**src/rtl/expo_tune_pkg.sv**
```systemverilog
package expo_tune_pkg;
    localparam int CODE_W   = 11;
    localparam int FRAC_W   = 8;
    localparam int OCT_W    = 4;
    localparam int SCALED_W = FRAC_W + OCT_W;
    localparam int WORD_W   = 24;
    localparam int ENTRIES  = 1 << FRAC_W;

    typedef struct packed {
        logic              vld;
        logic [OCT_W-1:0]  oct;
        logic [FRAC_W-1:0] frac;
    } scaled_stage_t;

    // Rounded base * 2^(k / ENTRIES), evaluated at elaboration
    function automatic longint mantissa_of(input int k, input int base);
        real r;
        r = real'(base) * (2.0 ** (real'(k) / real'(ENTRIES)));
        return longint'($rtoi(r + 0.5));
    endfunction
endpackage

```
**src/rtl/pitch_scaler.sv**
```systemverilog
module pitch_scaler
    import expo_tune_pkg::*;
#(
    parameter int SCALE_NUM   = 5,
    parameter int SCALE_SHIFT = 2
) (
    input  logic              clk,
    input  logic              rst,
    input  logic              in_vld,
    input  logic [CODE_W-1:0] in_code,
    output scaled_stage_t     out_stage
);
    localparam int PROD_W = CODE_W + $clog2(SCALE_NUM + 1);

    logic [PROD_W-1:0] product;
    logic [PROD_W-1:0] shifted;
    logic [SCALED_W-1:0] scaled;

    always_comb begin
        product = PROD_W'(in_code) * PROD_W'(SCALE_NUM);
        shifted = product >> SCALE_SHIFT;
        scaled  = shifted[SCALED_W-1:0];
    end

    always_ff @(posedge clk) begin
        if (rst) begin
            out_stage <= '0;
        end else begin
            out_stage.vld  <= in_vld;
            out_stage.oct  <= scaled[SCALED_W-1:FRAC_W];
            out_stage.frac <= scaled[FRAC_W-1:0];
        end
    end
endmodule

```
**src/rtl/exp_frac_rom.sv**
```systemverilog
module exp_frac_rom
    import expo_tune_pkg::*;
#(
    parameter int BASE_WORD = 5369,
    parameter int MANT_W    = 15
) (
    input  logic              clk,
    input  logic              rst,
    input  scaled_stage_t     in_stage,
    output logic              out_vld,
    output logic [OCT_W-1:0]  out_oct,
    output logic [MANT_W-1:0] out_mant
);
    logic [MANT_W-1:0] table_w [ENTRIES];

    for (genvar k = 0; k < ENTRIES; k++) begin : g_entry
        localparam longint VAL = mantissa_of(k, BASE_WORD);
        assign table_w[k] = VAL[MANT_W-1:0];
    end

    always_ff @(posedge clk) begin
        if (rst) begin
            out_vld  <= 1'b0;
            out_oct  <= '0;
            out_mant <= '0;
        end else begin
            out_vld  <= in_stage.vld;
            out_oct  <= in_stage.oct;
            out_mant <= table_w[in_stage.frac];
        end
    end
endmodule

```
**src/rtl/octave_shifter.sv**
```systemverilog
module octave_shifter
    import expo_tune_pkg::*;
#(
    parameter int MANT_W = 15
) (
    input  logic              clk,
    input  logic              rst,
    input  logic              in_vld,
    input  logic [OCT_W-1:0]  in_oct,
    input  logic [MANT_W-1:0] in_mant,
    output logic              done,
    output logic [WORD_W-1:0] word
);
    localparam int WIDE_W = MANT_W + (1 << OCT_W) - 1;

    logic [WIDE_W-1:0] wide;
    logic [WORD_W-1:0] clipped;

    assign wide = WIDE_W'(in_mant) << in_oct;

    if (WIDE_W > WORD_W) begin : g_sat
        always_comb begin
            if (|wide[WIDE_W-1:WORD_W]) clipped = '1;
            else                        clipped = wide[WORD_W-1:0];
        end
    end else begin : g_nosat
        assign clipped = WORD_W'(wide);
    end

    always_ff @(posedge clk) begin
        if (rst) begin
            done <= 1'b0;
            word <= '0;
        end else begin
            done <= in_vld;
            if (in_vld) word <= clipped;
        end
    end
endmodule

```
**src/rtl/expo_tune_conv.sv**
```systemverilog
module expo_tune_conv
    import expo_tune_pkg::*;
#(
    parameter int BASE_WORD   = 5369,
    parameter int SCALE_NUM   = 5,
    parameter int SCALE_SHIFT = 2
) (
    input  logic              clk,
    input  logic              rst,
    input  logic              pitch_valid,
    input  logic [10:0]       pitch_code,
    output logic              word_done,
    output logic [23:0]       tune_word
);
    localparam int MANT_W = $clog2(2 * BASE_WORD) + 1;

    scaled_stage_t     stage1;
    logic              s2_vld;
    logic [OCT_W-1:0]  s2_oct;
    logic [MANT_W-1:0] s2_mant;

    pitch_scaler #(.SCALE_NUM(SCALE_NUM), .SCALE_SHIFT(SCALE_SHIFT)) u_scale (
        .clk(clk), .rst(rst), .in_vld(pitch_valid), .in_code(pitch_code),
        .out_stage(stage1)
    );

    exp_frac_rom #(.BASE_WORD(BASE_WORD), .MANT_W(MANT_W)) u_rom (
        .clk(clk), .rst(rst), .in_stage(stage1),
        .out_vld(s2_vld), .out_oct(s2_oct), .out_mant(s2_mant)
    );

    octave_shifter #(.MANT_W(MANT_W)) u_shift (
        .clk(clk), .rst(rst), .in_vld(s2_vld), .in_oct(s2_oct),
        .in_mant(s2_mant), .done(word_done), .word(tune_word)
    );
endmodule

```
**config.mk**
```make
export PLATFORM = sky130hd
export DESIGN_NAME = expo_tune_conv
export DESIGN_NICKNAME = d
export VERILOG_FILES = /design/src/rtl/expo_tune_pkg.sv /design/src/rtl/pitch_scaler.sv /design/src/rtl/exp_frac_rom.sv /design/src/rtl/octave_shifter.sv /design/src/rtl/expo_tune_conv.sv
export SDC_FILE = /design/constraint.sdc
export NUM_CORES = 1
export LEC_CHECK = 0
export BUFFER_PORTS_ARGS = -buffer_cell sky130_fd_sc_hd__buf_2
export CAP_MARGIN = 20
export CELL_PAD_IN_SITES_DETAIL_PLACEMENT = 0
export CELL_PAD_IN_SITES_GLOBAL_PLACEMENT = 1
export CORE_MARGIN = 10
export CORE_UTILIZATION = 40
export CTS_CLUSTER_SIZE = 24
export DETAILED_ROUTE_END_ITERATION = 12
export GPL_TIMING_DRIVEN = 0
export PLACE_DENSITY_LB_ADDON = 0.1
export SYNTH_ARGS = -nofsm -noshare
export SYNTH_HDL_FRONTEND = slang
export SYNTH_SLANG_ARGS = --single-unit
```
**constraint.sdc**
```tcl
create_clock -name clk -period 7.25 [get_ports clk]
set_input_delay 0 -clock clk [delete_from_list [all_inputs] [get_ports clk]]
set_output_delay 0 -clock clk [all_outputs]
set_load 0.1 [all_outputs]
```
=== After elaboration in Yosys (flattened, before gate mapping) ===
Memory sizes are Yosys's and may differ from the RTL's. A register that Yosys moved wholly into a read port is not among the register bits.
Index checks and enable logic that the tools add are counted.

* Register bits: 43
* ROM bits: 3840
* Input bits: 14
* Output and inout port bits: 25
* Logic and storage cells: 13
* Memories: 1

* $mul: 1
* Shifts and indexed selects: 1
* Muxes and demuxes: 1
* Bitwise gates (word level): 1
* Reduce and logical (&&, ||, !) cells: 1

{| class="wikitable"
|+ Memory list
! name !! depth !! width !! read ports !! clocked after Yosys merged registers in !! wr ports !! RTL line !! RTL
|-
| (no name shown) || 256 || 15 || 1 || 1 || 0 || exp_frac_rom.sv:29 || <nowiki>out_mant <= table_w[in_stage.frac];</nowiki>
|}

{| class="wikitable"
|+ Operator list
! operator !! count
|-
| left shift 15 x 4 -> 30 bit || 1
|-
| 2-to-1 mux 24 bit || 1
|-
| multiplier 11 x 3 -> 14 bit, second input constant || 1
|-
| NOT 8 -> 9 bit || 1
|-
| OR reduction 6 bit || 1
|}

=== Logic depth before layout (Yosys ltp) ===
Gate-level depths: netlist (run 1).

* Depth in word-level cells: 3
* Gate-level depth with buffers: 11
* Depth with buffers taken out: 9

=== Hierarchy ===
From an unflattened synthesis (run 1), not the netlist that was laid out.

* Cell total of the unflattened synthesis: 857
* Area total of the unflattened synthesis: 6396.1 µm²

{| class="wikitable"
|+ By module, submodules not included
! module !! instances !! cells an instance !! area an instance (µm²) !! seq. area each (µm²)
|-
| exp_frac_rom || 1 || 550 || 3577.2 || 380.4
|-
| octave_shifter || 1 || 218 || 1960.6 || 500.5
|-
| pitch_scaler || 1 || 89 || 858.3 || 260.2
|}

=== Worst setup path before layout (run 1) ===
OpenSTA, ideal clock, no wires.

* Path kind: register to register
* Start: reg u_scale.out_stage[1] in the netlist's numbering
* End: reg u_rom.out_mant[4]
* Library setup time: 0.137 ns
* Data arrival time: 2.602 ns
* Required time: 7.113 ns
* Setup slack: 4.511 ns
* Stages on the path, launching flop included: 11
* Path buffers: 2
* Clock period less this slack: 2.739 ns
* Cell sequence: dfxtp_1 clkbuf_1 inv_1 ha_1 nand2b_1 clkbuf_1 o21ai_0 a221o_1 a2111oi_0 a31o_2 a211oi_1

* Cells in the longest elaborated chain, start to end: 1

{| class="wikitable"
|+ RTL lines
! what !! RTL line !! RTL
|-
| start, declared || pitch_scaler.sv:11 || <nowiki>output scaled_stage_t out_stage</nowiki>
|-
| NOT 8 -> 9 bit (implied by the code) || exp_frac_rom.sv:29 ||
|-
| end, declared || exp_frac_rom.sv:12 || <nowiki>output logic [MANT_W-1:0] out_mant</nowiki>
|}

Every way passes these cells.
A chain may end at the register's enable or synchronous reset.

=== Worst setup path after layout (run 1) ===
* Start: reg u_scale.out_stage[1] in the netlist's numbering
* End: reg u_rom.out_mant[0]

Same word-level chain as after synthesis.

==> flow_summary.ini, run 1 <==
[run_status]
status = finished clean

[detailed_routing]
finalWirelength_mm = 30.0
vias_per_cell = 7.17
firstDrtPassIters = 6
drt_iter0_markers = 1519
drc = 0
wl_per_cell_um = 28.3
drtAntennaViolNets = 0
via_count = 7598

[placed_design]
dpl_worst_slack_ns = 3.35
place.gp.congestion = 1.07
portBuffers = 37
dp_hpwl_mm = 21.7

[finish]
final_cell_mix = a21oi_1 (88), nor2_1 (73), nand2_1 (70)
fillers = 1488
antenna_cells = 0
num-nets-final = 918
syn2layout_area_growth_pct = 12.7
fin_util_pct = 45.8
drive_gt1_share_pct = 10.2
layout_commonest_cell = a21oi_1

[clock_network]
clock_latency_ns = 0.33
cts_tree = done
htreeDepth = 3
cts.sinks = 57
numCtsBuffers = 9
cts_root_buffer = clkbuf_16
clkSlewWorstSetupHoldPaths_ns = 0.05
cts_max_path_buffers = 2
post_cts_resized = 0

[synth]
synth_compound_area_share_pct = 36.3
synthAdderAreaFrac_pct = 7.36
synth_ff_type = dfxtp_1
synth_top_area_share_pct = 19.4
syn_area_um2 = 5880
ys_ff_latch = 57
synthMuxAreaShare_pct = 6.17
syn_area_per_cell_um2 = 7.18
synth_area_leaders = dfxtp_1 (19%), a21oi_1 (7.5%), ha_1 (7.0%)
async_reset_ff_share_pct = 0
synth_top_family_by_area = compound AO/OA/AOI/OAI gates
ys_types = 66
synth_cells = 819
synth-simple-area-share_pct = 22.3
yosys.area.top_type = dfxtp_1
synth_xor_area_share_pct = 1.64
seq_area_frac_synth_pct = 19.4
ys_warn_count = 0
synth_nets = 867
synth-edff-count = 0

[worst_setup_path]
slowest_delay_ns = 0.79
crit_path_start_kind = flip-flop
crit_type = flip-flop to flip-flop
slowest_stage = dfxtp_1
r2r_slack_ns = 2.95
worstPathArrival_ns = 4.54
crit_required_ns = 7.48
path_cells = clkbuf_1, inv_1, ha_1, clkbuf_1, nor2_1, a21oi_1, a2111oi_0, a41oi_1, a41oi_1
crit_fanout = 10
critPathCaptureType = flip-flop

[global_routing]
grtUsageMet2_pct = 39.1
grt_max_degree = 14
grtUsageMet3_pct = 9.94
grt_pass1_wl_mm = 44.3
grt_pass1_vias = 7086
busiest_layer = met2
grtUsageMet1_pct = 38.4
grt_antenna_before_repair = 0
grt_use_total_pct = 28.6
overflow = 0

[min_path]
min_path_type = input port to flip-flop

[sta]
tightest_slew_ns = 0.914
max-slew-margin-rel_pct = 39.1
drv_slew = 0
finalCritPeriodShare_pct = 59.4
hold_violations = 0
finalSetupViolCount = 0
fin_crit_ns = 4.30
rsz0062_at_grt = false
tns_ns = 0
fmax_mhz = 232
layout_setup_ws_ns = 2.95
finalClockSkew_ns = 0.00687
holdWs_ns = 0.00623

[pwr]
vdd_ir_drop_max_mv = 0.125
power_leakage_nw = 2.55
powerDensity_nw_per_um2 = 260

[floorplan]
fp-row-count = 44
fp.dieH_um = 141
die_x_um = 141
design.core.area_um2 = 14500
start_util_pct = 40.6
io_pins = 39
die-area_um2 = 19900

[flow_run]
cap_violations = 0
## metal layers
layer / wire, um / part of all wire, %
met3: 4560 / 15
met5: 0 / 0
met1: 11900 / 40
met4: 1690 / 5.6
met2: 11800 / 39
## report_power, final
part           internal (mW)  total [mW]  switching (mW)
sequential             0.349       0.388          0.0389
combinational          0.272       0.913           0.641
clock                  0.284       0.423           0.139
total                  0.906        1.72           0.818
## final cells by class
| class | instances | area, um^2 | area share, % |
|---|---|---|---|
| timing repair buffer | 40 | 209 | 3.15 |
| clock buffer | 12 | 256 | 3.87 |
| buffer | 84 | 342 | 5.16 |
| tap | 184 | 230 | 3.47 |
| sequential | 57 | 1140 | 17.2 |
| multi-input combinational | 662 | 4340 | 65.4 |
| inverter | 16 | 60.1 | 0.907 |
| clock inverter | 4 | 51.3 | 0.774 |
## path summary, 6_finish.rpt
path	end	start	cells after the start
max	u_rom.out_mant[0]	u_scale.out_stage[1]	9
min	u_scale.out_stage[0]	pitch_code[0]	3
max reg2reg	u_rom.out_mant[0]	u_scale.out_stage[1]	9
min reg2reg	u_rom.out_oct[0]	u_scale.out_stage[8]	1
## logic make-up (layout without fill, tap and decap cells)
logic type | count (synthesis) | after routing
simple gates | 271 | 271
mux | 28 | 28
compound gates | 318 | 318
buf+inv | 100 | 156
xor+xnor | 11 | 11
fa+ha+maj | 34 | 34
flops | 57 | 57
## timing repair
action | CTS | global route
hold buffers | 2 | 0
hold endpoints to repair | 3 | 0
buffers inserted | 0 | 0
endpoints found under the setup margin | 0 | 0
## state kept, by name (all words and copies together) (netlist names)
signal	flops
u_shift.word	24
u_rom.out_vld	1
u_rom.out_mant	14
u_rom.out_oct	4
u_shift.done	1
u_scale.out_stage	13
## cell usage after synthesis, types with 7 or more instances
| master | instances |
|---|---|
| ha_1 | 33 |
| a2111oi_0 | 7 |
| nand2b_1 | 44 |
| inv_1 | 15 |
| buf_1 | 13 |
| nor3_1 | 11 |
| o32ai_1 | 8 |
| mux2i_1 | 16 |
| a31oi_1 | 18 |
| buf_2 | 12 |
| nor2_1 | 73 |
| nand3_1 | 22 |
| o211ai_1 | 24 |
| xor2_1 | 7 |
| and3_1 | 7 |
| o22ai_1 | 14 |
| a211oi_1 | 12 |
| nor2b_1 | 18 |
| o21ai_0 | 56 |
| a21o_1 | 7 |
| a311oi_1 | 10 |
| a21oi_1 | 88 |
| a41oi_1 | 7 |
| dfxtp_1 | 57 |
| a221oi_1 | 9 |
| nand2_1 | 70 |
| clkbuf_1 | 57 |
## worst max-delay path: cells and delay by family, from the launching register on
family | cells | cell delay [ns]
adder cells (fa/ha/maj) | 1 | 0.49
AND/OR/NAND/NOR | 1 | 0.30
buffers and inverters | 3 | 1.27
AO/OA/AOI/OAI | 4 | 1.36
flip-flops | 1 | 0.79
## per-stage QoR
step / cells / area (um^2) / power (mW)
6_report: 1059 / 6630 / 1.72
3_5_place_dp: 1041 / 6300 / 1.24
4_1_cts: 1059 / 6630 / 1.67
3_3_place_gp: 1040 / 6290 / 1.25
5_1_grt: 1059 / 6630 / 1.77
2_1_floorplan: 819 / 5880 / 0.954
Power figures use the tool's default switching activity.
==> run 2: changes to the inputs <==
==> constraint.sdc (replaced) <==
create_clock -name clk -period 3.87 [get_ports clk]
set_input_delay 0 -clock clk [delete_from_list [all_inputs] [get_ports clk]]
set_output_delay 0 -clock clk [all_outputs]
set_load 0.1 [all_outputs]
==> run 2 against run 1 <==
Effect of this change:
- final cell count fell by 0.28%
- setup slack worse by 2.9 ns
- critical path depth is the same
==> flow_summary.ini, run 2 (synthesized netlist as in run 1, its figures left out) <==
[pwr]
power.total_mw = 3.23
power_leakage_nw = 2.56
vdd_ir_drop_max_mv = 0.234
powerDensity_nw_per_um2 = 488

[floorplan]
die_x_um = 141
die-area_um2 = 19900
start_util_pct = 40.6
io_pins = 39
fp.dieH_um = 141
design.core.area_um2 = 14500
fp-row-count = 44

[clock_network]
numCtsBuffers = 9
post-cts-setup-buffers = 0
cts_max_path_buffers = 2
htreeDepth = 3
cts.sinks = 57
cts_tree = done
cts_root_buffer = clkbuf_16
clkSlewWorstSetupHoldPaths_ns = 0.05
clock_latency_ns = 0.33

[sta]
tns_ns = 0
finalCritPeriodShare_pct = 98.8
drv_slew = 0
finalClockSkew_ns = 0.00607
rsz0062_at_grt = false
max-slew-margin-rel_pct = 40.4
hold_violations = 0
tightest_slew_ns = 0.894
fin_crit_ns = 3.82
finalSetupViolCount = 0
fmax_mhz = 261

[placed_design]
portBuffers = 37
place_inst = 1041
place.gp.congestion = 1.07
dp_hpwl_mm = 21.7

[worst_setup_path]
worstPathArrival_ns = 4.05
crit_type = flip-flop to flip-flop
critPathCaptureType = flip-flop
path_cells = buf_2, buf_4, inv_1, clkbuf_2, ha_1, a21oi_1, a2111oi_0, a41oi_1, a41oi_1
crit_path_start_kind = flip-flop
slowest_stage = dfxtp_1
cp_common_cell = a41oi_1
crit_fanout = 13
crit_required_ns = 4.10
slowest_delay_ns = 0.69
r2r_slack_ns = 0.05

[finish]
final_cell_mix = a21oi_1 (88), nor2_1 (73), nand2_1 (70)
largest_register = u_shift.word
fin_cells = 1056
multi_input_area_um2 = 4340
syn2layout_area_growth_pct = 12.6
register_area_um2 = 1140
largestRegisters = u_shift.word: 24 flops, u_rom.out_mant: 14 flops, u_scale.out_stage: 13 flops
num-nets-final = 915
antenna_cells = 0
largest_reg_flops = 24
layout_commonest_cell = a21oi_1
fillers = 1489
drive_gt1_share_pct = 10.6

[global_routing]
overflow = 0
grt_pass1_wl_mm = 44.4
grtUsageMet2_pct = 39.0
grt_pass1_vias = 7089
grt_antenna_before_repair = 0
busiest_layer = met2
grt_max_degree = 14
grt_use_total_pct = 28.6
grtUsageMet1_pct = 38.8
grtUsageMet3_pct = 9.74

[detailed_routing]
drt_iter0_markers = 1506
via_count = 7630
drc = 0
vias_per_cell = 7.23
firstDrtPassIters = 5
wl_per_cell_um = 28.4
drtAntennaViolNets = 0
finalWirelength_mm = 30.0

[min_path]
min_path_type = input port to flip-flop

[run_status]
status = finished clean

[flow_run]
cap_violations = 0
==> run 2: cell count changes in the layout (fill, tap and decap cells not counted) <==
cell,previous run,this run
clkbuf_2,0,2
dfxtp_1,57,56
dfxtp_2,0,1
clkbuf_1,58,53
==> run 2: metal layers <==
metal / wire, um / part of all wire, % / up-vias
li1: - / - / 3178
met2: 11700 / 39 / 759
met4: 1740 / 5.8 / 0
met5: 0 / 0 / -
met1: 12000 / 40 / 3528
met3: 4480 / 15 / 165
==> run 2: repair_timing <==
item / in CTS / in global routing
gates resized for setup: 1 / 4
hold endpoints to repair: 3 / 0
hold buffers: 2 / 0
setup endpoints to repair: 3 / 5
pin swaps: 0 / 0
==> run 2: metrics by stage <==
stage | utilization [%] | setup slack, ns | hold WS [ns] | instance area [um^2]
CTS | 45.7 | 0.153 | 0.00229 | 6620
floorplan | - | 1.13 | 0.128 | 5880
finish | 45.7 | 0.0452 | 0.00715 | 6620
detailed placement | 43.5 | -0.0307 | 0.226 | 6300
global route | 45.7 | 0.0640 | 0.0523 | 6620
global placement | 43.5 | -0.549 | 0.210 | 6290
==> run 2: critical path: cells and delay by family (launching register included) <==
family | cells | cell delay (ns)
buf+inv | 4 | 0.98
compound gates | 4 | 1.42
flops | 1 | 0.69
fa+ha+maj | 1 | 0.62
==> run 2: area by class of cell <==
type	instances	area share (%)
clock inverter	4	0.775
clock buffer	12	3.88
buffer	81	5.03
sequential	57	17.3
timing repair buffer	40	3.16
multi-input combinational	662	65.5
tap	184	3.48
inverter	16	0.908
==> run 2: power breakdown <==
group | switching [mW] | leakage (nW) | internal (mW)
Sequential | 0.0741 | 0.469 | 0.655
Combinational | 1.20 | 1.94 | 0.509
Clock | 0.261 | 0.149 | 0.532
==> run 2: path summary, 6_finish.rpt <==
check / from / to / depth (start not counted)
min: pitch_code[0] / u_scale.out_stage[0] / 3
max reg2reg: u_scale.out_stage[2] / u_rom.out_mant[0] / 9
min reg2reg: u_scale.out_stage[8] / u_rom.out_oct[0] / 1
max: u_scale.out_stage[2] / u_rom.out_mant[0] / 9
